--- src/rtl/kbm_pkg.sv ---
package kbm_pkg;
    typedef enum logic [0:0] {
        MODE_DIRECT = 1'b0,
        MODE_FLAGS  = 1'b1
    } mode_e;

    localparam int ST_OUT_FULL = 0;
    localparam int ST_IN_FULL  = 1;
    localparam int ST_CMD      = 3;
    localparam int ST_AUX      = 5;

    localparam int PORT_KBD   = 0;
    localparam int PORT_MOUSE = 1;
    localparam int PORT_GATE  = 2;
    localparam int PORT_W     = 3;
endpackage

--- src/rtl/kbm_mode_fsm.sv ---
module kbm_mode_fsm
    import kbm_pkg::*;
(
    input  logic  clk,
    input  logic  rst_n,
    input  logic  flags_en,
    output mode_e mode
);
    mode_e mode_q, mode_d;

    always_ff @(posedge clk) begin
        if (!rst_n) mode_q <= MODE_DIRECT;
        else        mode_q <= mode_d;
    end

    always_comb begin
        mode_d = mode_q;
        unique case (mode_q)
            MODE_DIRECT: if (flags_en) mode_d = MODE_FLAGS;   // GO_FLAGS
            MODE_FLAGS:  mode_d = MODE_FLAGS;
            default:     mode_d = MODE_DIRECT;
        endcase
    end

    assign mode = mode_q;
endmodule

--- src/rtl/kbm_in_buf.sv ---
module kbm_in_buf #(
    parameter int DATA_W = 8
) (
    input  logic              clk,
    input  logic              rst_n,
    input  logic              host_wr,
    input  logic              host_a,
    input  logic [DATA_W-1:0] host_wdata,
    input  logic              ctl_rd,
    output logic              in_full,
    output logic              cmd_flag,
    output logic [DATA_W-1:0] in_byte
);
    always_ff @(posedge clk) begin
        if (!rst_n) begin
            in_full  <= 1'b0;
            cmd_flag <= 1'b0;
            in_byte  <= '0;
        end else if (host_wr) begin
            in_full  <= 1'b1;
            cmd_flag <= host_a;
            in_byte  <= host_wdata;
        end else if (ctl_rd) begin
            in_full  <= 1'b0;
        end
    end
endmodule

--- src/rtl/kbm_out_buf.sv ---
module kbm_out_buf #(
    parameter int DATA_W = 8
) (
    input  logic              clk,
    input  logic              rst_n,
    input  logic              ctl_wr,
    input  logic [DATA_W-1:0] ctl_wdata,
    input  logic              host_take,
    input  logic              aux_wr,
    input  logic              aux_wdata,
    output logic              out_full,
    output logic              aux_flag,
    output logic [DATA_W-1:0] out_byte
);
    always_ff @(posedge clk) begin
        if (!rst_n) begin
            out_full <= 1'b0;
            out_byte <= '0;
        end else if (ctl_wr) begin
            out_full <= 1'b1;
            out_byte <= ctl_wdata;
        end else if (host_take) begin
            out_full <= 1'b0;
        end
    end

    always_ff @(posedge clk) begin
        if (!rst_n)      aux_flag <= 1'b0;
        else if (aux_wr) aux_flag <= aux_wdata;
    end
endmodule

--- src/rtl/kbm_mailbox.sv ---
module kbm_mailbox
    import kbm_pkg::*;
#(
    parameter int DATA_W = 8
) (
    input  logic              clk,
    input  logic              rst_n,
    input  logic              host_wr,
    input  logic              host_rd,
    input  logic              host_a,
    input  logic [DATA_W-1:0] host_wdata,
    output logic [DATA_W-1:0] host_rdata,
    input  logic              ctl_ibuf_rd,
    output logic [DATA_W-1:0] ctl_ibuf_data,
    output logic [DATA_W-1:0] ctl_status,
    input  logic              ctl_obuf_wr,
    input  logic [DATA_W-1:0] ctl_obuf_wdata,
    input  logic              ctl_aux_wr,
    input  logic              ctl_aux_wdata,
    input  logic              ctl_port_wr,
    input  logic [PORT_W-1:0] ctl_port_wdata,
    input  logic              ctl_flags_en,
    output logic              kbd_irq,
    output logic              mouse_irq,
    output logic              gate_a20
);
    logic              in_full, cmd_flag, out_full, aux_flag;
    logic [DATA_W-1:0] in_byte, out_byte;
    logic [PORT_W-1:0] port_q;
    mode_e             mode;
    logic              host_take;

    assign host_take = host_rd && !host_a;

    kbm_mode_fsm i_mode (
        .clk      (clk),
        .rst_n    (rst_n),
        .flags_en (ctl_flags_en),
        .mode     (mode)
    );

    kbm_in_buf #(.DATA_W(DATA_W)) i_in (
        .clk        (clk),
        .rst_n      (rst_n),
        .host_wr    (host_wr),
        .host_a     (host_a),
        .host_wdata (host_wdata),
        .ctl_rd     (ctl_ibuf_rd),
        .in_full    (in_full),
        .cmd_flag   (cmd_flag),
        .in_byte    (in_byte)
    );

    kbm_out_buf #(.DATA_W(DATA_W)) i_out (
        .clk       (clk),
        .rst_n     (rst_n),
        .ctl_wr    (ctl_obuf_wr),
        .ctl_wdata (ctl_obuf_wdata),
        .host_take (host_take),
        .aux_wr    (ctl_aux_wr),
        .aux_wdata (ctl_aux_wdata),
        .out_full  (out_full),
        .aux_flag  (aux_flag),
        .out_byte  (out_byte)
    );

    always_ff @(posedge clk) begin
        if (!rst_n)           port_q <= '0;
        else if (ctl_port_wr) port_q <= ctl_port_wdata;
    end

    always_comb begin
        ctl_status              = '0;
        ctl_status[ST_OUT_FULL] = out_full;
        ctl_status[ST_IN_FULL]  = in_full;
        ctl_status[ST_CMD]      = cmd_flag;
        ctl_status[ST_AUX]      = aux_flag;
    end

    assign host_rdata    = host_a ? ctl_status : out_byte;
    assign ctl_ibuf_data = in_byte;

    always_comb begin
        gate_a20 = port_q[PORT_GATE];
        unique case (mode)
            MODE_DIRECT: begin
                kbd_irq   = port_q[PORT_KBD];
                mouse_irq = port_q[PORT_MOUSE];
            end
            MODE_FLAGS: begin
                kbd_irq   = port_q[PORT_KBD] & out_full;
                mouse_irq = port_q[PORT_MOUSE] & ~in_full;
            end
            default: begin
                kbd_irq   = 1'b0;
                mouse_irq = 1'b0;
            end
        endcase
    end
endmodule

--- config.mk ---
export PLATFORM = sky130hd
export DESIGN_NAME = kbm_mailbox
export DESIGN_NICKNAME = d
export VERILOG_FILES = /design/src/rtl/kbm_pkg.sv /design/src/rtl/kbm_mode_fsm.sv /design/src/rtl/kbm_in_buf.sv /design/src/rtl/kbm_out_buf.sv /design/src/rtl/kbm_mailbox.sv
export SDC_FILE = /design/constraint.sdc
export NUM_CORES = 1
export LEC_CHECK = 0
export CORE_UTILIZATION = 41
export CTS_CLUSTER_DIAMETER = 100
export DETAILED_ROUTE_END_ITERATION = 10
export GPL_TIMING_DRIVEN = 0
export HOLD_SLACK_MARGIN = 0.15
export PLACE_DENSITY = 0.95
export SYNTH_ARGS = -nofsm -noshare
export SYNTH_HDL_FRONTEND = slang
export SYNTH_SLANG_ARGS = --single-unit
--- constraint.sdc ---
create_clock -name clk -period 1.8 [get_ports clk]
set_clock_uncertainty 0.1 [all_clocks]
set_input_delay 0.18 -clock clk [delete_from_list [all_inputs] [get_ports clk]]
set_output_delay 0.18 -clock clk [all_outputs]
set_load 0.1 [all_outputs]
# Word-level counts from Yosys, hierarchy flattened
# Index checks and enable logic that the tools add are counted.
[word_totals] reg_bits=24 output_inout_bits=27 input_bits=30
[op_classes] bitwise=4 muxes=9 n_reduce_logical=4
[ops] cell="8-bit two-way mux" n=1
[ops] cell="1-bit one-hot mux with 2 select lines" n=3
[ops] cell="1-bit two-way mux" n=5
[ops] cell="2-bit nonzero test" n=2
[ops] cell="1-bit bitwise AND" n=2
[ops] cell="1-bit inverter" n=2
[ops] cell="1-bit logical AND" n=1
[ops] cell="1-bit logical NOT" n=1

# Logic depth before layout (Yosys ltp)
# Gate-level depths: netlist of run 1.
[logic_depth] word_depth=4 ltp_mapped=3 mapped_depth_nobuf=2

# Cells and area by module
# Synthesis of run 1 repeated with hierarchy kept, for this count alone.
[unflattened] hier_cells=95 hier_area_um2=1077.3
[modules_own_cells] module="kbm_in_buf" cells_each=31 instances=1 area_each_um2=371.6
[modules_own_cells] module="kbm_out_buf" cells_each=31 instances=1 area_each_um2=371.6
[modules_own_cells] module="kbm_mailbox" cells_each=31 instances=1 area_each_um2=306.5
[modules_own_cells] module="kbm_mode_fsm" cells_each=2 instances=1 area_each_um2=27.5

# Least setup slack after synthesis of run 1
# OpenSTA, ideal clock, no wires.
[synth_path] kind="flip-flop to output port" startpoint="register i_out.out_full" endpoint="output port kbd_irq" setup_slack_ns=-1.031 path_stages_with_launch=3 required_time_ns=1.520 arrival_time_ns=2.551 cell_sequence="dfxtp_1 inv_1 a21boi_0"
[synth_between] elab_chain_len=2
[synth_lines] item="start, declared" line="kbm_out_buf.sv:11" text="output logic out_full,"
[synth_lines] item="start signal, assigned" line="kbm_out_buf.sv:17" text="out_full <= 1'b0;"
[synth_lines] item="start signal, assigned" line="kbm_out_buf.sv:20" text="out_full <= 1'b1;"
[synth_lines] item="start signal, assigned" line="kbm_out_buf.sv:23" text="out_full <= 1'b0;"
[synth_lines] item="1-bit bitwise AND" line="kbm_mailbox.sv:91" text="kbd_irq = port_q[PORT_KBD] & out_full;"
[synth_lines] item="1-bit one-hot mux with 2 select lines" line="kbm_mailbox.sv:85" text="unique case (mode)"
[synth_lines] item="end, declared" line="kbm_mailbox.sv:23" text="output logic kbd_irq,"
# No other way between the ends.

# Worst setup path after layout of run 1
# Same ends and word-level chain as after synthesis.

==> summary.md, run 1 <==
| Metric | Value |
|---|---|
| Status | finished, final reports clean |
| Maximum VDD drop | 0.0006135 V |
| CTS tree | done |
| Final hold vios | 0 |
| Setup TNS | 0 ns |
| FF-to-FF setup slack | 0.94 ns |
| Clock root cell | clkbuf_4 |
| Met3 GRT Util | 4.885% |
| Share of flip-flops with an asynchronous set or reset | 0% |
| Critical path endpoint category | output port |
| Total Wirelength | 2182 um |
| Post-layout nets | 188 |
| Max Cap Violations | 0 |
| Final setup viols | 0 |
| Vias in the first global route | 801 |
| Global placer's final weighted congestion | 0.6699 |
| H-Tree Depth | 1 |
| Min Clock Period, post-route | 1.735 ns |
| CP max FO | 4 |
| Initial core utilization | 43.48% |
| Reg2reg start | i_in.in_full$_SDFFE_PN0P_ |
| Num rows | 18 |
| Startpoint Class | register |
| Synth unique cells | 13 |
| Clock transition at path regs | 0.13 ns |
| Fin area | 0.001695 mm^2 |
| Worst r2r dst | i_in.in_full$_SDFFE_PN0P_ |
| Layout area overhead | 57.38% |
| ANT cells | 0 |
| Largest area contributor in the netlist | dfxtp_1 |
| Maximum operating frequency | 576.2 MHz |
| Family with the most delay on the worst path | buffers and inverters |
| Global Route met2 Usage | 28.75% |
| Slew headroom | 62.97% |
| CP Data Required Time | 1.52 ns |
| Iteration-0 DRC Markers | 9 |
| DP HPWL | 1685 um |
| Die Y-Extent | 53.26 um |
| Worst Hold Launch | ctl_flags_en |
| Maximum buffer depth of the clock tree | 2 |
| Grt ovf | 0 |
| Cell Area, Placed | 0.001634 mm^2 |
| Die area | 0.002837 mm^2 |
| CTS Sinks | 24 |
| Fin. max-slew vios | 0 |
| RSZ-0062 raised after global routing | false |
| Syn_area_per_cell | 11.11 um^2 |
| Die width | 53.26 um |
| Largest net degree at the start of global routing | 14 |
| Hold slack | 0.3340 ns |
| Most Crowded Layer GR | met2 |
| Crit path capture | kbd_irq |
| Synth top area share | 44.60% |
| #FFs+latches synth | 24 |
| Slowest CP cell | clkdlybuf4s15_2 |
| Postcts setup bufs | 0 |
| Sequential-to-total area share from yosys stat | 44.60% |
| Met1 Use GR | 18.82% |
| Core area | 0.002477 mm^2 |
| Leakage | 0.7428 nW |
| Synth Cell Area | 0.001077 mm^2 |
| # IOs | 57 |
| DR vias | 842 |
| Post-synth top cells | 26 x nor2b_1, 24 x dfxtp_1, 21 x mux2i_1 |
| Top-count cell post-synth | nor2b_1 |
| WS Path Type | register to output port |
| First-pass GRT wire length | 3360 um |
| Worst slew pin tran | 0.5580 ns |
| Ranking of synthesized cells by area | dfxtp_1 45%, mux2i_1 20%, nor2b_1 15%, buf_4 7.0%, mux2_4 5.6% |
| CP Depth | 3 |
| Multi-input gate area | 513.0 um^2 |
| Fin util | 68.43% |
| Via/cell ratio | 4.503 |
| Period utilisation layout | 96.42% |
| Worst-skew pair later-pin latency | 0.32 ns |
| TritonCTS Buffers | 3 |
| Top_reg_cell synth | dfxtp_1 |
| DRC | 0 |
| Routed Antenna Nets | 0 |
| R2R depth | 2 |
| Crit path arrival time | 1.46 ns |
| CP startpoint | i_out.out_full$_SDFFE_PN0P_ |
| Fillers | 206 |
| Worst hold-check path type | input port to register |
| Worst path bufs/invs | 2 |
| CP max stage delay | 0.56 ns |
| Power Density | 799.3 mW/mm^2 |
| Crit-path cells | inv_1 > a21boi_2 > clkdlybuf4s15_2 |
| Initial antenna violation count | 0 |
| Warnings, synthesis | 0 |
| Mean routed wirelength per cell | 11.67 um |
| Register Area | 480.5 um^2 |
| Pre-antenna DRT Iters | 3 |
| Post-synthesis instance total | 97 |
| Layout cell share with drive strength beyond 1 | 32.48% |
| GRT Util Overall | 16.99% |
| EDFF count, synth | 0 |
| Port Buf Inserts | 49 |
-- layer usage --
layer | vias up | part of all wire (%)
li1 | 425 | -
met1 | 379 | 42
met2 | 33 | 49
met3 | 5 | 7.3
met4 | 0 | 1.9
met5 | - | 0
-- kinds of logic (layout without fill, tap and decap cells) --
group | count (synthesis) | in the layout | synth area share [%]
AO/OA/AOI/OAI | 6 | 6 | 4.064
buffers and inverters | 14 | 71 | 10.45
flip-flops | 24 | 24 | 44.60
multiplexers | 25 | 25 | 25.09
other | 1 | 4 | 0.3481
AND/OR/NAND/NOR | 27 | 27 | 15.45
-- timing repair --
item / in CTS / in global routing
setup endpoints to repair: 23 / 7
resized for setup: 62 / 7
endpoints found under the hold margin: 18 / 0
hold buffers: 4 / 0
-- cell type report --
| class | instances | share of cell area [%] |
|---|---|---|
| clock buffers | 4 | 2.140 |
| multi-input cells | 62 | 30.26 |
| plain buffers | 13 | 6.421 |
| flip-flops and latches | 24 | 28.34 |
| repair buffers | 53 | 30.41 |
| inverters | 1 | 0.2214 |
| well taps | 30 | 2.214 |
-- state kept, by name, summed over array words and instances, names as in the netlist --
register,flops
i_out.out_byte,8
i_out.out_full,1
i_out.aux_flag,1
i_in.in_byte,8
i_in.in_full,1
i_in.cmd_flag,1
i_mode.mode,1
port_q,3
-- worst reg2reg max path: stages, from the launching register on --
cell and delay, ns:
dfxtp_1 0.37, nor2b_1 0.14, o21a_1 0.15
-- worst min-delay path by stage --
stage	end	slack, ns	cells after the start
after floorplan	i_out.out_full$_SDFFE_PN0P_	0.16	1
after global placement	i_in.in_full$_SDFFE_PN0P_	0.38	2
after detailed placement	i_in.in_full$_SDFFE_PN0P_	0.38	2
after CTS	i_out.out_full$_SDFFE_PN0P_	0.32	2
after global routing	i_out.out_full$_SDFFE_PN0P_	0.33	2
final	i_mode.mode$_SDFF_PN0_	0.33	2
-- where the power goes --
group	switching [mW]	total, mW	internal (mW)
clock	0.157	0.281	0.124
sequential	0.0195	0.583	0.564
combinational	0.328	0.491	0.163
total	0.505	1.36	0.850
-- through the flow --
stage | worst slack, ns | std cells | total power [mW]
2_1_floorplan | 0.2377 | 100 | 0.9622
3_3_place_gp | -0.1576 | 179 | 1.088
3_5_place_dp | -0.1568 | 179 | 1.096
4_1_cts | 0.004208 | 187 | 1.374
5_1_grt | 0.003529 | 187 | 1.405
6_report | 0.06452 | 187 | 1.355
-- cell usage in the layout (no fill, tap or decap), types with 2 or more instances in the layout --
| cell type | n |
|---|---|
| a21boi_2 | 2 |
| buf_6 | 3 |
| clkdlybuf4s50_1 | 26 |
| clkdlybuf4s15_2 | 16 |
| clkbuf_4 | 3 |
| dlygate4sd3_1 | 4 |
| conb_1 | 4 |
| o21a_1 | 2 |
| clkbuf_2 | 7 |
| nor2b_1 | 22 |
| dfxtp_1 | 24 |
| buf_4 | 10 |
| nor2b_2 | 4 |
| mux2i_1 | 21 |
| mux2_4 | 4 |
No activity file was read; power rests on OpenSTA's default activity.
==> run 2: changes to the inputs <==
- HOLD_SLACK_MARGIN: 0.15 -> 0.05
- TNS_END_PERCENT: not set -> 5
==> summary.md, run 2 (synthesized netlist as in run 1, its figures left out) <==
| Metric | Value |
|---|---|
| Core area | 0.002477 mm^2 (unchanged) |
| CTS tree | done |
| Vias in the first global route | 839 (+4.7%) |
| CP Data Required Time | 1.52 ns (about the same) |
| Postcts setup bufs | 0 (unchanged) |
| Die area | 0.002837 mm^2 (unchanged) |
| TritonCTS Buffers | 3 (unchanged) |
| RSZ-0062 raised after global routing | false |
| Top flop regs | i_in.in_byte: 8 flops, i_out.out_byte: 8 flops, port_q: 3 flops |
| Pre-antenna DRT Iters | 4 (+1) |
| Met1 Use GR | 19.02% (+0.21 points) |
| Maximum operating frequency | 573.4 MHz (-0.49%) |
| CTS Hold Bufs | 0 (-4) |
| Critical path endpoint category | output port |
| Min Clock Period, post-route | 1.744 ns (+0.008599 ns) |
| Leakage | 0.7288 nW (-1.9%) |
| Initial core utilization | 43.48% (unchanged) |
| Die Y-Extent | 53.26 um (unchanged) |
| Final hold vios | 0 (unchanged) |
| Maximum VDD drop | 0.0005940 V (-3.2%) |
| Crit path arrival time | 1.46 ns (about the same) |
| Port Buf Inserts | 49 (unchanged) |
| Fillers | 209 (+1.5%) |
| Dpl ws | -0.1704 ns (-0.01365 ns) |
| DP HPWL | 1723 um (+2.3%) |
| Via/cell ratio | 4.634 (+2.9%) |
| CTS Sinks | 24 (unchanged) |
| Fin. max-slew vios | 0 (unchanged) |
| Routed Antenna Nets | 0 (unchanged) |
| DR vias | 848 (+0.71%) |
| CP max FO | 2 (-2) |
| Worst path setup slack after routing | 0.05592 ns (-0.008599 ns) |
| Layout area overhead | 50.29% |
| Most frequent cells in the layout | 26 x nor2b_1, 26 x clkdlybuf4s50_1, 24 x dfxtp_1, 21 x mux2i_1, 14 x buf_4 |
| Iteration-0 DRC Markers | 2 (-7) |
| Post-CTS Resized | 56 (-9.7%) |
| Post-route insts no fill | 183 (-2.1%) |
| Global placer's final weighted congestion | 0.6421 (-4.1%) |
| Worst hold-check path type | input port to register |
| Crit-path cells | clkdlybuf4s15_1 |
| First-pass GRT wire length | 3553 um (+5.7%) |
| Period utilisation layout | 96.89% (+0.48 points) |
| # IOs | 57 (unchanged) |
| Status | finished, final reports clean |
| # placed instances | 179 (unchanged) |
| Largest net degree at the start of global routing | 14 (unchanged) |
| Post-layout nets | 184 (-2.1%) |
| Maximum buffer depth of the clock tree | 2 (unchanged) |
| Power Density | 828.9 mW/mm^2 (+3.7%) |
| DRC | 0 (unchanged) |
| Slew headroom | 37.31% (-26 points) |
| Startpoint Class | register |
| CP max stage delay | 0.82 ns (+0.26 ns) |
| Setup TNS | 0 ns (unchanged) |
| Layout cell share with drive strength beyond 1 | 29.41% (-3.1 points) |
| Total Wirelength | 2240 um (+2.7%) |
| Max Cap Violations | 0 (unchanged) |
| Worst-skew pair later-pin latency | 0.31 ns (about the same) |
| WS Path Type | register to output port |
| Grt ovf | 0 (unchanged) |
| Slowest CP cell | clkdlybuf4s15_1 |
| Clock transition at path regs | 0.12 ns (about the same) |
| Most Crowded Layer GR | met2 |
| ANT cells | 0 (unchanged) |
| Met3 GRT Util | 5.460% (+0.57 points) |
| Global Route met2 Usage | 30.42% (+1.7 points) |
| Worst slew pin tran | 0.9441 ns (+0.3861 ns) |
| Num rows | 18 (unchanged) |
| Die width | 53.26 um (unchanged) |
| Clock root cell | clkbuf_4 |
| H-Tree Depth | 1 (unchanged) |
| Final setup viols | 0 (unchanged) |
| GRT Util Overall | 17.83% (+0.85 points) |
| Mean routed wirelength per cell | 12.24 um (+4.9%) |
| Family with the most delay on the worst path | buffers and inverters |
| Initial antenna violation count | 0 (unchanged) |
| Worst path bufs/invs | 1 (-1) |
-- run 2: per-layer routing --
layer	vias up	wire, um
li1	417	-
met5	-	0
met3	4	172
met2	36	1149
met4	0	34
met1	391	883
-- run 2: area by class of cell --
class                   instances  area (um^2)  area share (%)
plain buffers                  13        108.9           6.723
clock buffers                   4        36.28           2.241
inverters                       1        3.754          0.2318
multi-input cells              62        499.2           30.83
flip-flops and latches         24        480.5           29.68
well taps                      30        37.54           2.318
repair buffers                 49        452.9           27.98
-- run 2: per-stage QoR --
stage | utilization, % | power, mW | hold WS, ns | instance area, um^2
floorplan | - | 0.9593 | 0.1595 | 1092
detailed placement | 65.40 | 1.094 | 0.3890 | 1620
CTS | 66.97 | 1.359 | 0.06198 | 1659
finish | 65.35 | 1.342 | 0.07342 | 1619
global placement | 65.40 | 1.086 | 0.3815 | 1620
global route | 65.35 | 1.398 | 0.06556 | 1619
-- run 2: power breakdown --
part | switching, mW | internal [mW]
clock network | 0.154 | 0.123
logic | 0.327 | 0.155
registers | 0.0196 | 0.564
-- run 2: path summary, 6_finish.rpt --
check / start / to / slack (ns) / cells after the start
setup / recovery: i_in.in_byte[3]$_SDFFE_PN0P_ / ctl_ibuf_data[3] / 0.06 / 1
hold / removal: host_wr / i_in.in_full$_SDFFE_PN0P_ / 0.07 / 2
setup reg to reg: i_in.in_full$_SDFFE_PN0P_ / i_in.in_full$_SDFFE_PN0P_ / 0.95 / 2
hold reg to reg: i_out.out_byte[4]$_SDFFE_PN0P_ / i_out.out_byte[4]$_SDFFE_PN0P_ / 0.43 / 2
